`src/rtl/fpk_pkg.sv`:
```
package fpk_pkg;
  // significand layout
  localparam int SIG_W   = 32;
  localparam int GRD_W   = 8;   // bits below the result LSB
  localparam int FRAC_W  = 23;
  localparam int EFLD_W  = 8;
  // exception vector
  localparam int EXC_W      = 5;
  localparam int XB_INEXACT = 0;
  localparam int XB_UNDER   = 1;
  localparam int XB_OVER    = 2;
  // internal exponent at or above which the result overflows
  localparam int E_OVF      = 254;
  localparam int E_SPECIAL  = 255;

  typedef enum logic [1:0] {
    RM_NEAR = 2'b00,
    RM_UP   = 2'b01,
    RM_DOWN = 2'b10,
    RM_ZERO = 2'b11
  } rmode_e;

  localparam logic [EFLD_W-1:0] EFLD_ONES = '1;
endpackage

```
`src/rtl/fpk_lzc.sv`:
```
module fpk_lzc #(
  parameter int W  = 32,
  parameter int CW = $clog2(W) + 1
) (
  input  logic [W-1:0]  din,
  output logic [CW-1:0] count
);
  always_comb begin
    count = CW'(W);
    for (int i = 0; i < W; i++) begin
      if (din[i]) count = CW'(W - 1 - i);
    end
  end
endmodule

```
`src/rtl/fpk_jam_shr.sv`:
```
module fpk_jam_shr #(
  parameter int W    = 32,
  parameter int SH_W = 12
) (
  input  logic [W-1:0]    din,
  input  logic [SH_W-1:0] sh,
  output logic [W-1:0]    dout
);
  logic [W-1:0] lost_mask;
  logic         lost;

  always_comb begin
    lost_mask = '0;
    lost      = 1'b0;
    if (sh >= SH_W'(W)) begin
      dout = {{(W-1){1'b0}}, |din};
    end else begin
      lost_mask = ~({W{1'b1}} << sh);
      lost      = |(din & lost_mask);
      dout      = (din >> sh) | W'(lost);
    end
  end
endmodule

```
`src/rtl/fpk_round.sv`:
```
module fpk_round
  import fpk_pkg::*;
#(
  parameter int IE_W = 12
) (
  input  logic                   sign,
  input  logic signed [IE_W-1:0] e_in,
  input  logic [SIG_W-1:0]       sig_in,
  input  logic                   tiny_ix,
  input  logic [1:0]             rmode,
  output logic [SIG_W-1:0]       word,
  output logic                   ix,
  output logic                   uf,
  output logic                   of
);
  localparam logic signed [IE_W-1:0] E_LIM = IE_W'(E_OVF);
  localparam logic [SIG_W-1:0]       BOUND = SIG_W'(1) << (SIG_W - 1);
  localparam logic [30:0] MAG_MAXF = {EFLD_W'(E_OVF), {FRAC_W{1'b1}}};
  localparam logic [30:0] MAG_INF  = {EFLD_ONES, {FRAC_W{1'b0}}};

  logic [GRD_W-1:0]       incr, incr_a;
  logic [SIG_W:0]         sum_x;
  logic [SIG_W-1:0]       sig_a, sig_r;
  logic signed [IE_W-1:0] e_a;
  logic [EFLD_W-1:0]      e_f;
  logic [30:0]            mag;

  // increment per rounding mode
  always_comb begin
    case (rmode_e'(rmode))
      RM_NEAR: incr = sig_in[GRD_W] ? GRD_W'(1 << (GRD_W - 1)) : GRD_W'((1 << (GRD_W - 1)) - 1);
      RM_UP:   incr = sign ? '0 : '1;
      RM_DOWN: incr = sign ? '1 : '0;
      default: incr = '0;
    endcase
  end

  // carry fix-up: halve significand (sticky) and increment
  always_comb begin
    sum_x = {1'b0, sig_in} + (SIG_W + 1)'(incr);
    if (sum_x[SIG_W]) begin
      e_a    = e_in + IE_W'(1);
      sig_a  = {1'b0, sig_in[SIG_W-1:1]} | SIG_W'(sig_in[0]);
      incr_a = incr >> 1;
    end else begin
      e_a    = e_in;
      sig_a  = sig_in;
      incr_a = incr;
    end
    sig_r = sig_a + SIG_W'(incr_a);
  end

  always_comb begin
    ix   = |sig_a[GRD_W-1:0];
    uf   = 1'b0;
    of   = 1'b0;
    e_f  = '0;
    mag  = '0;
    if (e_a >= E_LIM) begin
      of  = 1'b1;
      ix  = 1'b1;
      mag = (incr_a == '0) ? MAG_MAXF : MAG_INF;
    end else begin
      e_f = (sig_r[SIG_W-1:GRD_W] == '0) ? '0 : e_a[EFLD_W-1:0];
      uf  = tiny_ix && (e_f == '0) && (sig_r <= BOUND);
      mag = {e_f, {FRAC_W{1'b0}}} + 31'(sig_r >> GRD_W);
    end
    word = {sign, mag};
  end
endmodule

```
`src/rtl/fpk_packer.sv`:
```
module fpk_packer
  import fpk_pkg::*;
#(
  parameter int EXP_W   = 10,
  parameter bit REG_OUT = 1'b1
) (
  input  logic             clk,
  input  logic             rst,
  input  logic             in_sign,
  input  logic [EXP_W-1:0] in_exp,
  input  logic [31:0]      in_sig,
  input  logic [1:0]       rnd_mode,
  input  logic [4:0]       exc_in,
  output logic [31:0]      res_word,
  output logic [4:0]       exc_out
);
  localparam int IE_W = EXP_W + 2;
  localparam int LZ_W = $clog2(SIG_W) + 1;

  logic signed [IE_W-1:0] exp_x, e_n, e_d;
  logic [LZ_W-1:0]        lz;
  logic [SIG_W-1:0]       sig_n, sig_d;
  logic [IE_W-1:0]        sh;
  logic                   is_pass, is_zero, tiny, tiny_ix;
  logic [SIG_W-1:0]       r_word;
  logic                   r_ix, r_uf, r_of;
  logic [31:0]            nxt_word;
  logic [EXC_W-1:0]       nxt_exc, new_fl;

  assign exp_x   = {{2{in_exp[EXP_W-1]}}, in_exp};
  assign is_zero = (in_sig == '0);
  assign is_pass = (in_exp == EXP_W'(E_SPECIAL)) && (is_zero || (exc_in != '0));

  // normalise: leading one to bit 31
  fpk_lzc #(.W(SIG_W), .CW(LZ_W)) lzc_i (
    .din   (in_sig),
    .count (lz)
  );
  assign sig_n = in_sig << lz[LZ_W-2:0];
  assign e_n   = exp_x - IE_W'(lz);

  // denormalise tiny values with a sticky shift
  assign tiny = e_n[IE_W-1];
  assign sh   = tiny ? IE_W'(-e_n) : '0;

  fpk_jam_shr #(.W(SIG_W), .SH_W(IE_W)) jam_i (
    .din  (sig_n),
    .sh   (sh),
    .dout (sig_d)
  );
  assign e_d     = tiny ? '0 : e_n;
  assign tiny_ix = tiny && (|sig_d[GRD_W-1:0]);

  fpk_round #(.IE_W(IE_W)) rnd_i (
    .sign    (in_sign),
    .e_in    (e_d),
    .sig_in  (sig_d),
    .tiny_ix (tiny_ix),
    .rmode   (rnd_mode),
    .word    (r_word),
    .ix      (r_ix),
    .uf      (r_uf),
    .of      (r_of)
  );

  always_comb begin
    new_fl              = '0;
    new_fl[XB_INEXACT]  = r_ix;
    new_fl[XB_UNDER]    = r_uf;
    new_fl[XB_OVER]     = r_of;
    if (is_pass) begin
      nxt_word = {in_sign, EFLD_ONES, in_sig[29:7]};
      nxt_exc  = exc_in;
    end else if (is_zero) begin
      nxt_word = {in_sign, 31'b0};
      nxt_exc  = exc_in;
    end else begin
      nxt_word = r_word;
      nxt_exc  = exc_in | new_fl;
    end
  end

  generate
    if (REG_OUT) begin : g_reg
      always_ff @(posedge clk) begin
        if (rst) begin
          res_word <= '0;
          exc_out  <= '0;
        end else begin
          res_word <= nxt_word;
          exc_out  <= nxt_exc;
        end
      end
    end else begin : g_comb
      assign res_word = nxt_word;
      assign exc_out  = nxt_exc;
    end
  endgenerate

  // normaliser leaves the leading one in the top bit
  a_r3_norm_msb: assert property (@(posedge clk) disable iff (rst)
    !is_zero |-> sig_n[SIG_W-1]) else $error("normalised significand lacks MSB");

  // sticky shift never turns a nonzero significand into zero
  a_r4_jam_nonzero: assert property (@(posedge clk) disable iff (rst)
    !is_zero |-> (sig_d != '0)) else $error("sticky shift dropped all bits");

  // overflow always reports inexact
  a_r8_ovf_inexact: assert property (@(posedge clk) disable iff (rst)
    r_of |-> r_ix) else $error("overflow without inexact");

  // overflow magnitude is infinity or largest finite
  a_r8_ovf_word: assert property (@(posedge clk) disable iff (rst)
    r_of |-> (r_word[30:0] == 31'h7F800000 || r_word[30:0] == 31'h7F7FFFFF))
    else $error("overflow magnitude wrong");

  // underflow implies inexact and a result at most the smallest normal
  a_r9_uf_small: assert property (@(posedge clk) disable iff (rst)
    r_uf |-> (r_ix && r_word[30:FRAC_W] <= EFLD_W'(1)))
    else $error("underflow on a large or exact result");
endmodule

```
`config.mk`:
```
export PLATFORM = sky130hd
export DESIGN_NAME = fpk_packer
export DESIGN_NICKNAME = d
export VERILOG_FILES = /design/src/rtl/fpk_pkg.sv /design/src/rtl/fpk_lzc.sv /design/src/rtl/fpk_jam_shr.sv /design/src/rtl/fpk_round.sv /design/src/rtl/fpk_packer.sv
export SDC_FILE = /design/constraint.sdc
export NUM_CORES = 1
export LEC_CHECK = 0
export ABC_AREA = 0
export BUFFER_PORTS_ARGS = -buffer_cell sky130_fd_sc_hd__buf_2
export CAP_MARGIN = 15
export CORE_ASPECT_RATIO = 0.9
export CORE_MARGIN = 4
export CORE_UTILIZATION = 45
export DETAILED_ROUTE_END_ITERATION = 8
export HOLD_SLACK_MARGIN = 0.15
export REMOVE_ABC_BUFFERS = 1
export SLEW_MARGIN = 30
export SYNTH_ARGS = -nofsm -noshare
export SYNTH_HDL_FRONTEND = slang
export SYNTH_SLANG_ARGS = --single-unit
```
`constraint.sdc`:
```
create_clock -name clk -period 21.6 [get_ports clk]
set_input_delay 5.4 -clock clk [delete_from_list [all_inputs] [get_ports clk]]
set_output_delay 5.4 -clock clk [all_outputs]
set_load 0.02 [all_outputs]
```
# Word level (Yosys, flattened, before mapping)
# Cells that the tools add are included.
dict set report word_totals {
  input_bits 52
  output_inout_bits 37
  elab_cells 89
  reg_bits 37
}
dict set report classes {
  eq_ne 3
  n_reduce_logical 15
  bitwise 5
  magnitude_cmp 3
  n_mux 52
  n_addsub 6
  shifts 3
}
# cell n
set op_table {}
lappend op_table {{2-to-1 mux 6 bit} 32}
lappend op_table {{2-to-1 mux 31 bit} 3}
lappend op_table {{2-to-1 mux 32 bit} 2}
lappend op_table {{OR reduction 32 bit} 2}
lappend op_table {{2-to-1 mux 8 bit} 5}
lappend op_table {{adder 32 x 8 -> 33 bit} 1}
lappend op_table {{adder 32 x 8 -> 32 bit} 1}
lappend op_table {{bitwise AND 32 bit} 1}
lappend op_table {{less-or-equal comparator 32 bit (second input constant)} 1}
lappend op_table {{zero test 32 bit} 1}
lappend op_table {{NOT 32 bit} 1}
lappend op_table {{bitwise OR 32 x 1 -> 32 bit} 1}
lappend op_table {{left shift 32 x 12 -> 32 bit (first input constant)} 1}
lappend op_table {{left shift 32 x 5 -> 32 bit} 1}
lappend op_table {{right shift 32 x 12 -> 32 bit} 1}
lappend op_table {{adder 31 x 24 -> 31 bit} 1}
lappend op_table {{bitwise OR 31 x 1 -> 31 bit} 1}
lappend op_table {{zero test 24 bit} 1}
lappend op_table {{2-to-1 mux 12 bit} 2}
lappend op_table {{2-to-1 mux 24 bit} 1}
lappend op_table {{one-hot mux 8 bit (3 select lines)} 1}
lappend op_table {{zero test 8 bit} 2}
lappend op_table {{OR reduction 8 bit} 2}
lappend op_table {{adder 11 x 1 -> 12 bit (second input constant)} 1}
lappend op_table {{other kinds (15)} 21}

# Logic depth before layout (Yosys ltp)
dict set report depth {
  word_depth 55
  mapped_depth 62
}

# Hierarchy
# From an unflattened synthesis, not the netlist that was laid out.
dict set report hier_totals {
  cells_unflattened 1218
  area_unflattened_um2 8958.6
}
# module instances area_per_inst_um2 cells_each
set by_module_without_submodules {}
lappend by_module_without_submodules {fpk_packer 1 3502.1 456}
lappend by_module_without_submodules {fpk_round 1 2668.8 376}
lappend by_module_without_submodules {fpk_jam_shr 1 2419.8 321}
lappend by_module_without_submodules {fpk_lzc 1 367.9 65}

# Worst setup path after synthesis
# OpenSTA, ideal clock, no wires.
dict set report synth_path {
  kind {input to register}
  start {input in_sig[0]}
  end {register res_word[29]}
  t_required_ns 21.465
  t_arrival_ns 17.068
  cell_stages 58
  path_slack_ns 4.397
  path_buffers 6
  cell_sequence {buf_2 > nand2b_1 > a221o_1 > a211oi_1 > o211ai_2 > inv_2 > buf_2 > buf_2 > clkbuf_1 > ha_1 > inv_1 > fa_1 > a21o_1 > a2bb2oi_1 > nor2b_1 > xor2_1 > a31oi_1 > a21oi_1 > [22 not listed] > o21bai_1 > a21oi_1 > nor2b_1 > or2_2 > nand2_1 > nor2_1 > nand4_1 > nor2_1 > xor2_1 > or4_1 > nor3_1 > a21oi_1 > ha_1 > ha_1 > o211ai_1 > a21oi_1 > xnor2_1 > o22ai_1}
}
dict set report synth_via {
  elab_chain_len 50
  word_cells_on_any_way 65
}
# element line
set synth_lines {}
lappend synth_lines {{start, declared} fpk_packer.sv:11} ;# input logic [31:0] in_sig,
lappend synth_lines {{2-to-1 mux 6 bit (32 in series)} fpk_lzc.sv:11} ;# if (din[i]) count = CW'(W - 1 - i);
lappend synth_lines {{subtractor 10 x 7 -> 11 bit} fpk_packer.sv:40} ;# assign e_n = exp_x - IE_W'(lz);
lappend synth_lines {{negator 11 -> 12 bit} fpk_packer.sv:44} ;# assign sh = tiny ? IE_W'(-e_n) : '0;
lappend synth_lines {{2-to-1 mux 12 bit} fpk_packer.sv:44}
lappend synth_lines {{left shift 32 x 12 -> 32 bit} fpk_jam_shr.sv:18} ;# lost_mask = ~({W{1'b1}} << sh);
lappend synth_lines {{NOT 32 bit} fpk_jam_shr.sv:18}
lappend synth_lines {{bitwise AND 32 bit} fpk_jam_shr.sv:19} ;# lost = |(din & lost_mask);
lappend synth_lines {{OR reduction 32 bit} fpk_jam_shr.sv:19}
lappend synth_lines {{[3 not listed]} --}
lappend synth_lines {{2-to-1 mux 32 bit / 2-to-1 mux 8 bit (equally long branches)} fpk_round.sv:41} ;# if (sum_x[SIG_W]) begin
lappend synth_lines {{adder 32 x 8 -> 32 bit} fpk_round.sv:50} ;# sig_r = sig_a + SIG_W'(incr_a);
lappend synth_lines {{zero test 24 bit} fpk_round.sv:64} ;# e_f = (sig_r[SIG_W-1:GRD_W] == '0) ? '0 : e_a[EFLD_W-1:0];
lappend synth_lines {{2-to-1 mux 8 bit} fpk_round.sv:64}
lappend synth_lines {{adder 31 x 24 -> 31 bit} fpk_round.sv:66} ;# mag = {e_f, {FRAC_W{1'b0}}} + 31'(sig_r >> GRD_W);
lappend synth_lines {{2-to-1 mux 31 bit} fpk_round.sv:59} ;# if (e_a >= E_LIM) begin
lappend synth_lines {{2-to-1 mux 31 bit} fpk_packer.sv:74} ;# end else if (is_zero) begin
lappend synth_lines {{2-to-1 mux 31 bit (*)} fpk_packer.sv:71} ;# if (is_pass) begin
lappend synth_lines {{end signal, assigned} fpk_packer.sv:90} ;# res_word <= nxt_word;
lappend synth_lines {{end, declared} fpk_packer.sv:14} ;# output logic [31:0] res_word,
# Every way passes the cells marked *; elsewhere a longest branch is shown, timed or not.
# A chain may end at the register's enable or synchronous reset.

# Final worst setup path
dict set report layout_path {
  start {input in_sig[22]}
  end {register res_word[29]}
}
dict set report layout_via {
  elab_chain_len 28
  word_cells_on_any_way 43
}
# element line
set layout_lines {}
lappend layout_lines {{2-to-1 mux 6 bit (10 in series)} fpk_lzc.sv:11}
lappend layout_lines {{subtractor 10 x 7 -> 11 bit} fpk_packer.sv:40}
lappend layout_lines {{negator 11 -> 12 bit} fpk_packer.sv:44}
lappend layout_lines {{2-to-1 mux 12 bit} fpk_packer.sv:44}
lappend layout_lines {{left shift 32 x 12 -> 32 bit} fpk_jam_shr.sv:18}
lappend layout_lines {{NOT 32 bit} fpk_jam_shr.sv:18}
lappend layout_lines {{bitwise AND 32 bit} fpk_jam_shr.sv:19}
lappend layout_lines {{OR reduction 32 bit} fpk_jam_shr.sv:19}
lappend layout_lines {{[3 not listed]} --}
lappend layout_lines {{2-to-1 mux 32 bit / 2-to-1 mux 8 bit (equally long branches)} fpk_round.sv:41}
lappend layout_lines {{adder 32 x 8 -> 32 bit} fpk_round.sv:50}
lappend layout_lines {{zero test 24 bit} fpk_round.sv:64}
lappend layout_lines {{2-to-1 mux 8 bit} fpk_round.sv:64}
lappend layout_lines {{adder 31 x 24 -> 31 bit} fpk_round.sv:66}
lappend layout_lines {{2-to-1 mux 31 bit} fpk_round.sv:59}
lappend layout_lines {{2-to-1 mux 31 bit} fpk_packer.sv:74}
lappend layout_lines {{2-to-1 mux 31 bit (*)} fpk_packer.sv:71}
# Marked as above.

==> metrics.cfg <==
[floorplanning]
rows=51
initial_core_util_pct=46.4
die-width_um=167
dieArea_mm2=0.0251
coreArea_mm2=0.0220
die_h_um=151
pin_count=89

[synth]
ys_seq_elements=37
ys.flop_type=dfxtp_1
avgSynthCellArea_um2=6.57
yosysWarnings=0
synthCells=1550
synthArstFlopShare_pct=0
syn_area_mm2=0.0102
synth_cell_type_count=101
yosysSeqAreaShare_pct=7.27
synth_edf_count=0

[cells_and_area]
fin_nets=1644
area_delta_synth_final_pct=7.57
final_cell_mix=nand2_1 (179), nor2_1 (158), o21ai_0 (94)
multiInputGateArea_mm2=0.00885
fillers=2293
final_cell_area_mm2=0.0110
layout_commonest_cell=nand2_1
seq_area_um2=741
drive_above_1_share_pct=13.8

[route]
via_per_inst=7.54
drt_iter0_drc=2350
wl_per_cell_um=29.0
vias=14000
ant_nets=0
dr.pass1.iters=8
remaining_drc_errors=0
routed_wirelength_mm=53.8

[timing]
hold_violations=0
relSlewSlack_pct=28.5
setup_viol=0
fmax_ghz=0.0504
rsz0062_at_grt=false
tightest_slew_ns=1.06
finalSetupTns_ns=0
slew_viol_final=0
timing.final.crit_share_pct=91.9
period_needed_ns=19.84

[clocking]
cts.reportedPaths.clkPinSlew_ns=0.06
cts_root_buf=clkbuf_16
cts_hold_buf=0
cts_htree_levels=2
clockBufferDepth=2
clock-sinks=37
post_cts_resized=0
post_cts_buffers=0
numCtsBuffers=5
cts_tree=yes

[hold_path]
hp-class=in -> reg

[global_routing]
gr-usage-all-layers_pct=40.5
grt_pass1_vias=12600
grt_pass1_wl_mm=79.9
grt_overflow_total=0
grt_max_degree=62
antenna_found_initial=1

[placement]
port_buffers=88
place_hpwl_mm=42.1
gp_congestion=1.14
place_area_mm2=0.0108

[critical_path]
end_kind=flop
required_ns=21.75
slowest_delay_ns=0.77
path_class=in -> reg
worstPathArrival_ns=19.99
crit_path_frequent_cell=a21oi_1
crit_slowest_cell=a21o_1
crit_fanout=28
start_kind=primary input

[pwr]
p_leak_nw=4.16
power.density_mw_per_mm2=56.1
peakVddDrop_mv=0.0605

[status]
status=finished clean

[job]
drv_cap=0

cell type report:
| cell class | count | area share [%] |
|---|---|---|
| clock inverter | 1 | 0.0457 |
| tap | 291 | 3.32 |
| clock buffer | 7 | 1.39 |
| sequential | 37 | 6.76 |
| timing repair buffer | 120 | 6.21 |
| antenna | 1 | 0.0228 |
| multi-input combinational | 1359 | 80.8 |
| inverter | 42 | 1.46 |
final timing paths:
path,start,to,cells past startpoint
worst min-delay path,exc_in[2],exc_out[2],3
worst max-delay path,in_sig[22],res_word[29],51
through the flow:
step	hold slack [ns]	instances	utilization (%)	setup slack, ns	total power, W
3_3_place_gp	5.63	1849	49.1	2.10	0.000515
3_5_place_dp	5.64	1849	49.1	1.80	0.000512
4_1_cts	5.34	1857	49.8	2.04	0.000590
2_1_floorplan	5.47	1438	-	3.58	0.000359
6_report	5.35	1858	49.9	1.76	0.000615
5_1_grt	5.35	1857	49.9	0.644	0.000639
cells in the mapped netlist (all sizes together) (8+ instances only):
cell / count / area share [%]
a211o: 10 / 0.86
a221oi: 10 / 0.92
a211oi: 35 / 2.9
o32ai: 12 / 1.0
nor2: 165 / 6.3
a21oi: 98 / 5.0
nand4: 29 / 1.8
o2bb2ai: 9 / 0.77
or3: 18 / 1.1
o211ai: 41 / 3.2
o22ai: 37 / 2.3
mux2: 10 / 1.1
o21ai: 108 / 5.4
xor2: 17 / 1.5
a2111oi: 9 / 1.1
nor3: 65 / 3.3
nor4: 41 / 3.4
or4: 20 / 1.5
and3: 25 / 1.5
o21a: 11 / 0.81
a21o: 11 / 0.81
o2111ai: 14 / 1.3
or2: 10 / 0.61
nor2b: 9 / 0.55
buf: 37 / 2.0
nand2: 182 / 6.8
xnor2: 38 / 3.3
o221ai: 10 / 0.86
a221o: 21 / 2.1
o31ai: 26 / 2.0
clkbuf: 75 / 2.8
a22oi: 13 / 0.96
a31oi: 20 / 1.2
mux2i: 32 / 3.1
nand3: 43 / 2.1
and2: 10 / 0.61
dfxtp: 37 / 7.3
nand2b: 16 / 0.98
ha: 25 / 3.1
o31a: 8 / 0.69
inv: 42 / 1.6
power by group:
part,internal (W),switching (W),leakage (nW)
Sequential,0.0000756,0.00000185,0.305
Combinational,0.000138,0.000323,3.78
Clock,0.0000488,0.0000271,0.0799
Total,0.000262,0.000352,4.16
per-layer routing:
| metal | routed length [µm] | part of all wire, % | vias up | track usage, % |
|---|---|---|---|---|
| met5 | 17 | 0.032 | - | 0 |
| met4 | 2430 | 4.5 | 2 | 16.3 |
| met3 | 8520 | 16 | 205 | 14.2 |
| met2 | 21300 | 40 | 1271 | 58.0 |
| met1 | 21500 | 40 | 6451 | 55.4 |
| li1 | - | - | 6075 | - |
flip-flops by register name, summed over array words and instances (netlist names):
signal    flops
res_word     32
exc_out       5
worst max-delay path, delay by kind of cell:
kind            cells  cell delay [ns]
compound gates     23             5.75
buf+inv             2             0.53
fa+ha+maj           5             1.68
simple gates       19             6.24
xor+xnor            2             0.33
cells by family (layout without fill, tap and decap cells):
logic type / Yosys count / in the layout / share of synthesized area [%]
AO/OA/AOI/OAI: 581 / 581 / 41.4
XOR/XNOR: 55 / 55 / 4.73
adder cells (fa/ha/maj): 27 / 27 / 3.46
buffers and inverters: 154 / 170 / 6.36
flip-flops: 37 / 37 / 7.27
multiplexers: 43 / 43 / 4.47
other: 0 / 1 / 0
AND/OR/NAND/NOR: 653 / 653 / 32.3
(Power assumes the default switching activity.)
